<file path="config.mk">
export PLATFORM = sky130hd
export DESIGN_NAME = hash_bus_regs
export DESIGN_NICKNAME = d
export VERILOG_FILES = /design/src/rtl/hbr_pkg.sv /design/src/rtl/hbr_decode.sv /design/src/rtl/hbr_words.sv /design/src/rtl/hbr_cmd_fsm.sv /design/src/rtl/hash_bus_regs.sv
export SDC_FILE = /design/constraint.sdc
export NUM_CORES = 1
export LEC_CHECK = 0
export ABC_AREA = 1
export BUFFER_PORTS_ARGS = -buffer_cell sky130_fd_sc_hd__buf_2
export CAP_MARGIN = 20
export CORE_AREA = 4 4 326 328
export CTS_BUF_LIST = sky130_fd_sc_hd__clkbuf_16
export CTS_CLUSTER_SIZE = 20
export DETAILED_ROUTE_END_ITERATION = 8
export DIE_AREA = 0 0 330 332
export HOLD_SLACK_MARGIN = 0.06
export SYNTH_ARGS = -nofsm -noshare
export SYNTH_HDL_FRONTEND = slang
export SYNTH_SLANG_ARGS = --single-unit
</file>
<file path="constraint.sdc">
create_clock -name clk -period 7.1 [get_ports clk]
set_input_delay 1.42 -clock clk [delete_from_list [all_inputs] [get_ports clk]]
set_output_delay 1.42 -clock clk [all_outputs]
set_load 0.02 [all_outputs]
</file>
<file path="src/rtl/hbr_pkg.sv">
package hbr_pkg;

    typedef enum logic [2:0] {
        RGN_NONE,
        RGN_ID,
        RGN_CTRL,
        RGN_STAT,
        RGN_BLOCK,
        RGN_DIGEST
    } region_e;

    typedef enum logic [1:0] {
        CMD_IDLE,
        CMD_INIT,
        CMD_NEXT
    } cmd_state_e;

    // Address map; the block and digest word order is fixed by the engine.
    localparam int A_ID_LO  = 8'h00;
    localparam int A_ID_HI  = 8'h02;
    localparam int A_CTRL   = 8'h08;
    localparam int A_STAT   = 8'h09;
    localparam int A_BLOCK  = 8'h10;
    localparam int A_DIGEST = 8'h20;

    localparam int CTL_INIT_BIT = 0;
    localparam int CTL_NEXT_BIT = 1;
    localparam int CTL_W        = 2;

endpackage

</file>
<file path="src/rtl/hbr_decode.sv">
module hbr_decode
    import hbr_pkg::*;
#(
    parameter int ADDR_W     = 8,
    parameter int BLK_WORDS  = 16,
    parameter int DIG_WORDS  = 8,
    parameter int IDX_W      = 4
) (
    input  logic              stb,
    input  logic              we,
    input  logic [ADDR_W-1:0] addr,
    output region_e           region,
    output logic [IDX_W-1:0]  idx,
    output logic              ack,
    output logic              err
);

    logic writable;
    int   a;

    always_comb begin
        a      = int'(addr);
        region = RGN_NONE;
        idx    = '0;
        if (a >= A_ID_LO && a <= A_ID_HI) begin
            region = RGN_ID;
            idx    = IDX_W'(a - A_ID_LO);
        end else if (a == A_CTRL) begin
            region = RGN_CTRL;
        end else if (a == A_STAT) begin
            region = RGN_STAT;
        end else if (a >= A_BLOCK && a < A_BLOCK + BLK_WORDS) begin
            region = RGN_BLOCK;
            idx    = IDX_W'(a - A_BLOCK);
        end else if (a >= A_DIGEST && a < A_DIGEST + DIG_WORDS) begin
            region = RGN_DIGEST;
            idx    = IDX_W'(a - A_DIGEST);
        end
    end

    assign writable = (region == RGN_CTRL) || (region == RGN_BLOCK);
    assign ack      = stb && (region != RGN_NONE) && (!we || writable);
    assign err      = stb && ((region == RGN_NONE) || (we && !writable));

endmodule

</file>
<file path="src/rtl/hbr_words.sv">
module hbr_words #(
    parameter int DATA_W = 32,
    parameter int WORDS  = 16,
    parameter int IDX_W  = 4
) (
    input  logic                    clk,
    input  logic                    rst,
    input  logic                    wr_en,
    input  logic [IDX_W-1:0]        wr_idx,
    input  logic [DATA_W-1:0]       wr_data,
    input  logic [IDX_W-1:0]        rd_idx,
    output logic [DATA_W-1:0]       rd_data,
    output logic [WORDS*DATA_W-1:0] flat
);

    localparam int FLAT_W = WORDS * DATA_W;

    logic [DATA_W-1:0] word_q [WORDS];

    for (genvar i = 0; i < WORDS; i++) begin : g_word
        always_ff @(posedge clk) begin
            if (rst) begin
                word_q[i] <= '0;
            end else if (wr_en && (int'(wr_idx) == i)) begin
                word_q[i] <= wr_data;
            end
        end
        // Word 0 occupies the most significant slot of the engine bus.
        assign flat[FLAT_W-1-i*DATA_W -: DATA_W] = word_q[i];
    end

    assign rd_data = (int'(rd_idx) < WORDS) ? word_q[rd_idx] : '0;

    AST_WORDS_HOLD: assert property (@(posedge clk) disable iff (rst)
        !wr_en |=> $stable(flat));

endmodule

</file>
<file path="src/rtl/hbr_cmd_fsm.sv">
module hbr_cmd_fsm
    import hbr_pkg::*;
(
    input  logic             clk,
    input  logic             rst,
    input  logic             wr_en,
    input  logic [CTL_W-1:0] wr_data,
    output logic [CTL_W-1:0] ctrl_q,
    output logic             fire_init,
    output logic             fire_next
);

    cmd_state_e state_q;
    cmd_state_e state_nx;
    cmd_state_e req;

    // Requested command from this cycle's write; init outranks next.
    always_comb begin
        req = CMD_IDLE;
        if (wr_en) begin
            if (wr_data[CTL_INIT_BIT]) begin
                req = CMD_INIT;
            end else if (wr_data[CTL_NEXT_BIT]) begin
                req = CMD_NEXT;
            end
        end
    end

    always_comb begin
        unique case (state_q)
            CMD_IDLE: state_nx = req;
            CMD_INIT: state_nx = req;
            CMD_NEXT: state_nx = req;
            default:  state_nx = CMD_IDLE;
        endcase
    end

    always_ff @(posedge clk) begin
        if (rst) begin
            state_q <= CMD_IDLE;
        end else begin
            state_q <= state_nx;
        end
    end

    always_comb begin
        fire_init = 1'b0;
        fire_next = 1'b0;
        unique case (state_q)
            CMD_IDLE: ;
            CMD_INIT: fire_init = 1'b1;
            CMD_NEXT: fire_next = 1'b1;
            default:  ;
        endcase
    end

    always_ff @(posedge clk) begin
        if (rst) begin
            ctrl_q <= '0;
        end else if (wr_en) begin
            ctrl_q <= wr_data;
        end
    end

    AST_INIT_AFTER_WRITE: assert property (@(posedge clk) disable iff (rst)
        fire_init |-> $past(wr_en && wr_data[CTL_INIT_BIT]));
    AST_NEXT_AFTER_WRITE: assert property (@(posedge clk) disable iff (rst)
        fire_next |-> $past(wr_en && wr_data[CTL_NEXT_BIT] && !wr_data[CTL_INIT_BIT]));
    AST_CMD_EXCLUSIVE: assert property (@(posedge clk) disable iff (rst)
        !(fire_init && fire_next));
    AST_NO_SPONTANEOUS_CMD: assert property (@(posedge clk) disable iff (rst)
        !wr_en |=> (!fire_init && !fire_next));

endmodule

</file>
<file path="src/rtl/hash_bus_regs.sv">
module hash_bus_regs
    import hbr_pkg::*;
#(
    parameter int          ADDR_W    = 8,
    parameter int          DATA_W    = 32,
    parameter int          BLK_WORDS = 16,
    parameter int          DIG_WORDS = 8,
    parameter logic [63:0] CORE_NAME = "hashbank",
    parameter logic [31:0] CORE_VER  = "0.90"
) (
    input  logic                        clk,
    input  logic                        rst,
    input  logic                        bus_stb,
    input  logic                        bus_we,
    input  logic [ADDR_W-1:0]           bus_addr,
    input  logic [DATA_W-1:0]           bus_wdata,
    output logic [DATA_W-1:0]           bus_rdata,
    output logic                        bus_ack,
    output logic                        bus_err,
    output logic                        eng_init,
    output logic                        eng_next,
    output logic [BLK_WORDS*DATA_W-1:0] eng_block,
    input  logic                        eng_ready,
    input  logic [DIG_WORDS*DATA_W-1:0] eng_digest,
    input  logic                        eng_digest_valid
);

    localparam int MAX_WORDS = (BLK_WORDS > DIG_WORDS) ? BLK_WORDS : DIG_WORDS;
    localparam int IDX_W     = (MAX_WORDS > 4) ? $clog2(MAX_WORDS) : 2;
    localparam int DIG_BITS  = DIG_WORDS * DATA_W;

    region_e           region;
    logic [IDX_W-1:0]  idx;
    logic              acc_ok;
    logic              blk_wr;
    logic              ctl_wr;
    logic [DATA_W-1:0] blk_rd;
    logic [CTL_W-1:0]  ctrl_q;
    logic [DATA_W-1:0] rd_mux;

    hbr_decode #(
        .ADDR_W    (ADDR_W),
        .BLK_WORDS (BLK_WORDS),
        .DIG_WORDS (DIG_WORDS),
        .IDX_W     (IDX_W)
    ) u_decode (
        .stb    (bus_stb),
        .we     (bus_we),
        .addr   (bus_addr),
        .region (region),
        .idx    (idx),
        .ack    (acc_ok),
        .err    (bus_err)
    );

    assign bus_ack = acc_ok;
    assign blk_wr  = acc_ok && bus_we && (region == RGN_BLOCK);
    assign ctl_wr  = acc_ok && bus_we && (region == RGN_CTRL);

    hbr_words #(
        .DATA_W (DATA_W),
        .WORDS  (BLK_WORDS),
        .IDX_W  (IDX_W)
    ) u_words (
        .clk     (clk),
        .rst     (rst),
        .wr_en   (blk_wr),
        .wr_idx  (idx),
        .wr_data (bus_wdata),
        .rd_idx  (idx),
        .rd_data (blk_rd),
        .flat    (eng_block)
    );

    hbr_cmd_fsm u_cmd (
        .clk       (clk),
        .rst       (rst),
        .wr_en     (ctl_wr),
        .wr_data   (bus_wdata[CTL_W-1:0]),
        .ctrl_q    (ctrl_q),
        .fire_init (eng_init),
        .fire_next (eng_next)
    );

    always_comb begin
        rd_mux = '0;
        unique case (region)
            RGN_ID: begin
                if (idx == IDX_W'(0)) begin
                    rd_mux = CORE_NAME[63:32];
                end else if (idx == IDX_W'(1)) begin
                    rd_mux = CORE_NAME[31:0];
                end else begin
                    rd_mux = CORE_VER;
                end
            end
            RGN_CTRL:   rd_mux = DATA_W'(ctrl_q);
            RGN_STAT:   rd_mux = DATA_W'({eng_digest_valid, eng_ready});
            RGN_BLOCK:  rd_mux = blk_rd;
            RGN_DIGEST: rd_mux = eng_digest[DIG_BITS-1-int'(idx)*DATA_W -: DATA_W];
            RGN_NONE:   rd_mux = '0;
            default:    rd_mux = '0;
        endcase
    end

    assign bus_rdata = (bus_stb && !bus_we) ? rd_mux : '0;

    AST_NO_RESP_IDLE: assert property (@(posedge clk) disable iff (rst)
        !bus_stb |-> (!bus_ack && !bus_err));
    AST_UNMAPPED_READ_ZERO: assert property (@(posedge clk) disable iff (rst)
        (bus_stb && !bus_we && bus_err) |-> (bus_rdata == '0));
    AST_CLEAR_AFTER_RESET: assert property (@(posedge clk) disable iff (rst)
        $fell(rst) |-> (eng_block == '0 && !eng_init && !eng_next));
    AST_ERR_WRITE_NO_CMD: assert property (@(posedge clk) disable iff (rst)
        (bus_stb && bus_err) |=> (!eng_init && !eng_next));

endmodule

</file>
# Yosys cells after proc, flatten, opt, wreduce, memory -nomap -nowiden

Memories as Yosys holds them, arrays and structs flattened.
Cells that the tools add are included.
W data, S select, Z words.

Input bits: 302
Flip-flop bits (word level): 4
Output and inout port bits: 548
Memories: 1
Bits in writable memories: 512

Bitwise gates (word level): 18
$lt $le $gt $ge: 5
Mux-type cells: 84
Shift-type cells: 1
Reduce and logical (&&, ||, !) cells: 39
Equal/unequal tests: 25
Add/subtract/negate cells: 3

Memory list:

| name           | words | bits a word | read ports | clocked after Yosys merged registers in | write ports | RTL line        | source |
|---|---|---|---|---|---|---|---|
| u_words.word_q | 16    | 32          | 17         | 0                                       | 16          | hbr_words.sv:18 | `logic [DATA_W-1:0] word_q [WORDS];` |

Operators by type and width:

| operator               | count |
|---|---|
| $mux W32               | 17 |
| $shiftx A287 B10 Y32   | 1 |
| $pmux W32 S5           | 1 |
| $mux W31               | 2 |
| $mux W1                | 53 |
| $eq A4 B4 Y1 const B   | 8 |
| $logic_and A1 B1 Y1    | 26 |
| $mux W4                | 5 |
| $eq A4 B3 Y1 const B   | 4 |
| $eq A8 B5 Y1 const B   | 2 |
| $lt A8 B6 Y1 const B   | 2 |
| $or A1 B1 Y1           | 16 |
| $mux W3                | 5 |
| $sub A8 B9 Y10 const A | 1 |
| $eq A4 B1 Y1 const B   | 2 |
| $eq A4 B2 Y1 const B   | 2 |
| $ge A8 B5 Y1 const B   | 1 |
| $ge A8 B6 Y1 const B   | 1 |
| $le A8 B2 Y1 const B   | 1 |
| $logic_not A4 Y1       | 2 |
| $sub A4 B1 Y4 const B  | 2 |
| $eq A3 B2 Y1 const B   | 2 |
| $eq A3 B3 Y1 const B   | 2 |
| $reduce_or A3 Y1       | 2 |
| other kinds (11)       | 15 |

# Depth between registers and ports, before layout

Word-level depth: 18
Mapped depth: 17

# Cells and area by module

A second synthesis with hierarchy kept.

Cell total of the unflattened synthesis: 3696
Area, all modules: 28434.8 µm²

By module, submodules not included:

| module        | area each (µm²) | sequential area each (µm²) | instances | cells an instance |
|---|---|---|---|---|
| hbr_words     | 24473.5         | 15374.7                    | 1         | 2749 |
| hash_bus_regs | 3607.2          | 0.0                        | 1         | 883 |
| hbr_decode    | 202.7           | 0.0                        | 1         | 42 |
| hbr_cmd_fsm   | 151.4           | 80.1                       | 1         | 22 |

# Worst setup path before layout

No wires, ideal clock.

Path kind: input to register
Start: in bus_addr[1]
End: mem u_words.word_q[10][0] (enable)
Cell stages on the path: 13
Path slack: 1.349 ns
Setup time: 0.466 ns
Data required time: 6.634 ns
Data arrival time: 5.286 ns
Cells stage by stage: buf_4 nand2_2 nand2_1 inv_1 nand2_2 nand3_1 a21oi_2 nand2_1 nor2_2 inv_2 nor2_8 inv_1 o21ai_0

RTL lines:

| element            | RTL line            | source |
|---|---|---|
| start: declaration | hash_bus_regs.sv:15 | `input logic [ADDR_W-1:0] bus_addr,` |
| end: declaration   | hbr_words.sv:18     |  |

# Worst setup path in the final report

Start: in bus_addr[2]
End: out bus_rdata[15]

Cells in the longest elaborated chain, start to end: 11
Elaborated cells on any way between the ends: 33
Classes of those cells: add/sub: 3; order compare: 5; eq/ne: 7; shift: 1; mux: 13; reduce/logical: 3; memory: 1

RTL lines:

| element                                                   | RTL line                                  | source |
|---|---|---|
| $ge A8 B6 Y1 / $lt A8 B6 Y1 (equally long branches)       | hbr_decode.sv:35                          | `end else if (a >= A_DIGEST && a < A_DIGEST + DIG_WORDS) begin` |
| $logic_and A1 B1 Y1                                       | hbr_decode.sv:35                          |  |
| $mux W4                                                   | hbr_decode.sv:35                          |  |
| $mux W4                                                   | hbr_decode.sv:32                          | `end else if (a >= A_BLOCK && a < A_BLOCK + BLK_WORDS) begin` |
| $mux W4                                                   | hbr_decode.sv:30                          | `end else if (a == A_STAT) begin` |
| $mux W4                                                   | hbr_decode.sv:28                          | `end else if (a == A_CTRL) begin` |
| $mux W4                                                   | hbr_decode.sv:25                          | `if (a >= A_ID_LO && a <= A_ID_HI) begin` |
| $sub A8 B9 Y10 / $logic_not A4 Y1 (equally long branches) | hash_bus_regs.sv:100, hash_bus_regs.sv:89 |  |
| $shiftx A287 B10 Y32 / $mux W31 (equally long branches)   | hash_bus_regs.sv:100, hash_bus_regs.sv:89 |  |
| $pmux W32 S5 (*)                                          | hash_bus_regs.sv:87                       | `unique case (region)` |
| $mux W32 (*)                                              | hash_bus_regs.sv:106                      | `assign bus_rdata = (bus_stb && !bus_we) ? rd_mux : '0;` |
| end: declaration                                          | hash_bus_regs.sv:17                       | `output logic [DATA_W-1:0] bus_rdata,` |

Mark *: on every way between the ends. The rest lies on a longest branch, timed or not.

==> impl_metrics.json <==
{
  "path_clk_slew_ns": 0.06,
  "synthMuxAreaShare_pct": 0,
  "min_period_over_period_pct": 88.4,
  "hp-class": "flip-flop to flip-flop",
  "drtAntennaViolNets": 0,
  "synth_top_family_by_area": "simple AND/OR/NAND/NOR gates",
  "design_area_um2": 35700,
  "ys_seq_elements": 516,
  "cts_setup_buffers": 0,
  "slew_headroom_pct": 26.7,
  "synth.avg_cell_area_um2": 8.03,
  "grt_pass1_vias": 26300,
  "clock_skew_ns": 0.0000394,
  "fp.coreArea_um2": 103000,
  "drv_cap": 0,
  "fin_nets": 4531,
  "final_hold_viol_count": 0,
  "grt_usage_pct": 28.7,
  "rsz0062_at_grt": "no",
  "yosysUniqueCellTypes": 33,
  "grt_max_degree": 117,
  "fill_cells": 10900,
  "dpl_cell_area_um2": 33700,
  "pin_count": 850,
  "cts_buffer_depth": 3,
  "drt_iter0_drc": 2613,
  "gp_congestion": 0.996,
  "synth-warning-count": 0,
  "seq_area_frac_synth_pct": 55.5,
  "timing.final.crit_period_ns": 6.28,
  "path_max_fanout": 92,
  "power.density_nw_per_um2": 221,
  "worstMarginPinSlew_ns": 1.10,
  "hold_buffers": 0,
  "root_buffer": "clkbuf_16",
  "cp.arrival_ns": 4.86,
  "tritoncts": "yes",
  "wl_per_cell_um": 28.9,
  "numCtsBuffers": 58,
  "overflow": 0,
  "synthTopCellsByCount": "nor2_1 (1019), nand2_1 (779), edfxtp_1 (512)",
  "drt-pass1-iter-count": 6,
  "irDropWorstVdd_v": 0.000205,
  "synth_most_common_cell": "nor2_1",
  "synth_nets": 3770,
  "finish.utilization_pct": 34.6,
  "max_freq_mhz": 159,
  "synth_xor_area_share_pct": 0,
  "fp-row-count": 118,
  "crit_top_cell": "nand2_1",
  "avgViaCountPerCell": 4.83,
  "drc": 0,
  "place.port_buffers": 849,
  "async_flop_share_pct": 0,
  "hpwl_um": 123000,
  "die_x_um": 330,
  "synthesis.area_um2": 27800,
  "insertion_delay_ns": 0.63,
  "critPathLaunchType": "input port",
  "ys.flop_type": "edfxtp_1",
  "drive_above_1_share_pct": 26.3,
  "drv_slew": 0,
  "finalSetupViolations": 0,
  "netlist_instances": 3468,
  "setup_tns_ns": 0,
  "synth_compound_area_share_pct": 5.04,
  "seqCellArea_um2": 15500,
  "start_util_pct": 27.0,
  "die_area_um2": 110000,
  "leakage_nw": 16.9,
  "antenna_found_initial": 35,
  "end_kind": "output port",
  "cts_resized": 0,
  "wl_um": 164000,
  "crit_chain": "buf_2, nor2_1, nand2_1, inv_1, nand2_2, nand3_4, nand2_8, buf_4, nand2_1, nand2_1, nand2_1, nand2_1, a21oi_1, nand3_1, a21oi_1, buf_2",
  "vias": 27400,
  "multiInputGateArea_um2": 9940,
  "slowest_delay_ns": 0.42,
  "yosys.area_share.simple_pct": 29.7,
  "die_h_um": 332,
  "synth_edf_count": 512,
  "area_growth_pct": 28.3,
  "cts_max_level": 2,
  "synth_area_leader_cell": "edfxtp_1",
  "status": "complete, no violations",
  "ys_top_cells_by_area": "edfxtp_1 (55%), nor2_1 (14%), nand2_1 (11%)",
  "path_class": "input port to output port",
  "cp_data_required_time_ns": 5.68,
  "grt_pass1_wl_um": 218000,
  "synthAdderAreaFrac_pct": 0,
  "clock_sinks": 516,
  "synth_top_area_share_pct": 55.2,
  "crit_slowest_cell": "buf_4"
}
-- worst max-delay path: cells and delay by family --
kind / cells / cell delay (ns)
buffers and inverters: 4 / 0.91
and+or+nand+nor: 10 / 1.76
AOI/OAI and AO/OA: 2 / 0.67
-- cell usage in the layout (no fill, tap or decap), drive strengths merged, types with 19 or more instances in the layout --
master	instances
diode	19
clkbuf	59
nand3b	38
nand2	784
buf	922
a21oi	55
nand3	122
edfxtp	512
clkinv	29
inv	447
o21ai	178
nor2	1068
-- stage by stage --
step,setup slack [ns],cells,power (W),hold slack (ns)
3_5_place_dp,0.842,5548,0.00480,0.542
6_report,0.825,5677,0.00791,0.565
3_3_place_gp,0.818,5547,0.00479,0.530
2_1_floorplan,1.35,3468,0.00419,0.506
5_1_grt,0.642,5676,0.00813,0.604
4_1_cts,0.832,5657,0.00794,0.562
-- path summary, 6_finish.rpt --
kind | slack, ns | cells after the start | endpoint | startpoint
max | 0.82 | 16 | bus_rdata[15] | bus_addr[2]
min | 0.57 | 2 | u_cmd.ctrl_q[0] | u_cmd.ctrl_q[0]
max reg2reg | 6.29 | 3 | u_cmd.state_q[0] | u_cmd.state_q[0]
min reg2reg | 0.57 | 2 | u_cmd.ctrl_q[0] | u_cmd.ctrl_q[0]
-- state kept, by name (all words and copies together) (netlist names) --
register,flops
u_cmd.state_q,2
u_cmd.ctrl_q,2
u_words.word_q,512
-- metal layers --
layer  global-route usage [%]  vias to the layer above  share of wire [%]
met3                     7.66                      293                9.4
met2                     50.0                     1482                 49
li1                         -                    12400                  -
met4                     13.4                        4                5.4
met1                     32.7                    13300                 36
met5                        0                        -              0.018
-- report_power, final --
part,internal (W),leakage [nW],switching (W)
clock,0.00184,0.979,0.00133
combinational,0.000294,11.1,0.000838
sequential,0.00350,4.89,0.000105
-- cell type report --
type	count	area share, %
diodes	19	0.133
repair buffers	922	13.8
flip-flops and latches	516	43.3
clock buffers	59	4.13
multi-input cells	2292	27.8
clock inverters	50	1.36
well taps	1380	4.83
inverters	439	4.63
-- logic make-up (layout without fill, tap and decap cells) --
group	count (synthesis)	count (layout)
AO/OA/AOI/OAI	261	261
buffers and inverters	660	1470
flip-flops	516	516
other	0	19
AND/OR/NAND/NOR	2031	2031
Note: power is estimated with default switching activity, not from simulation.
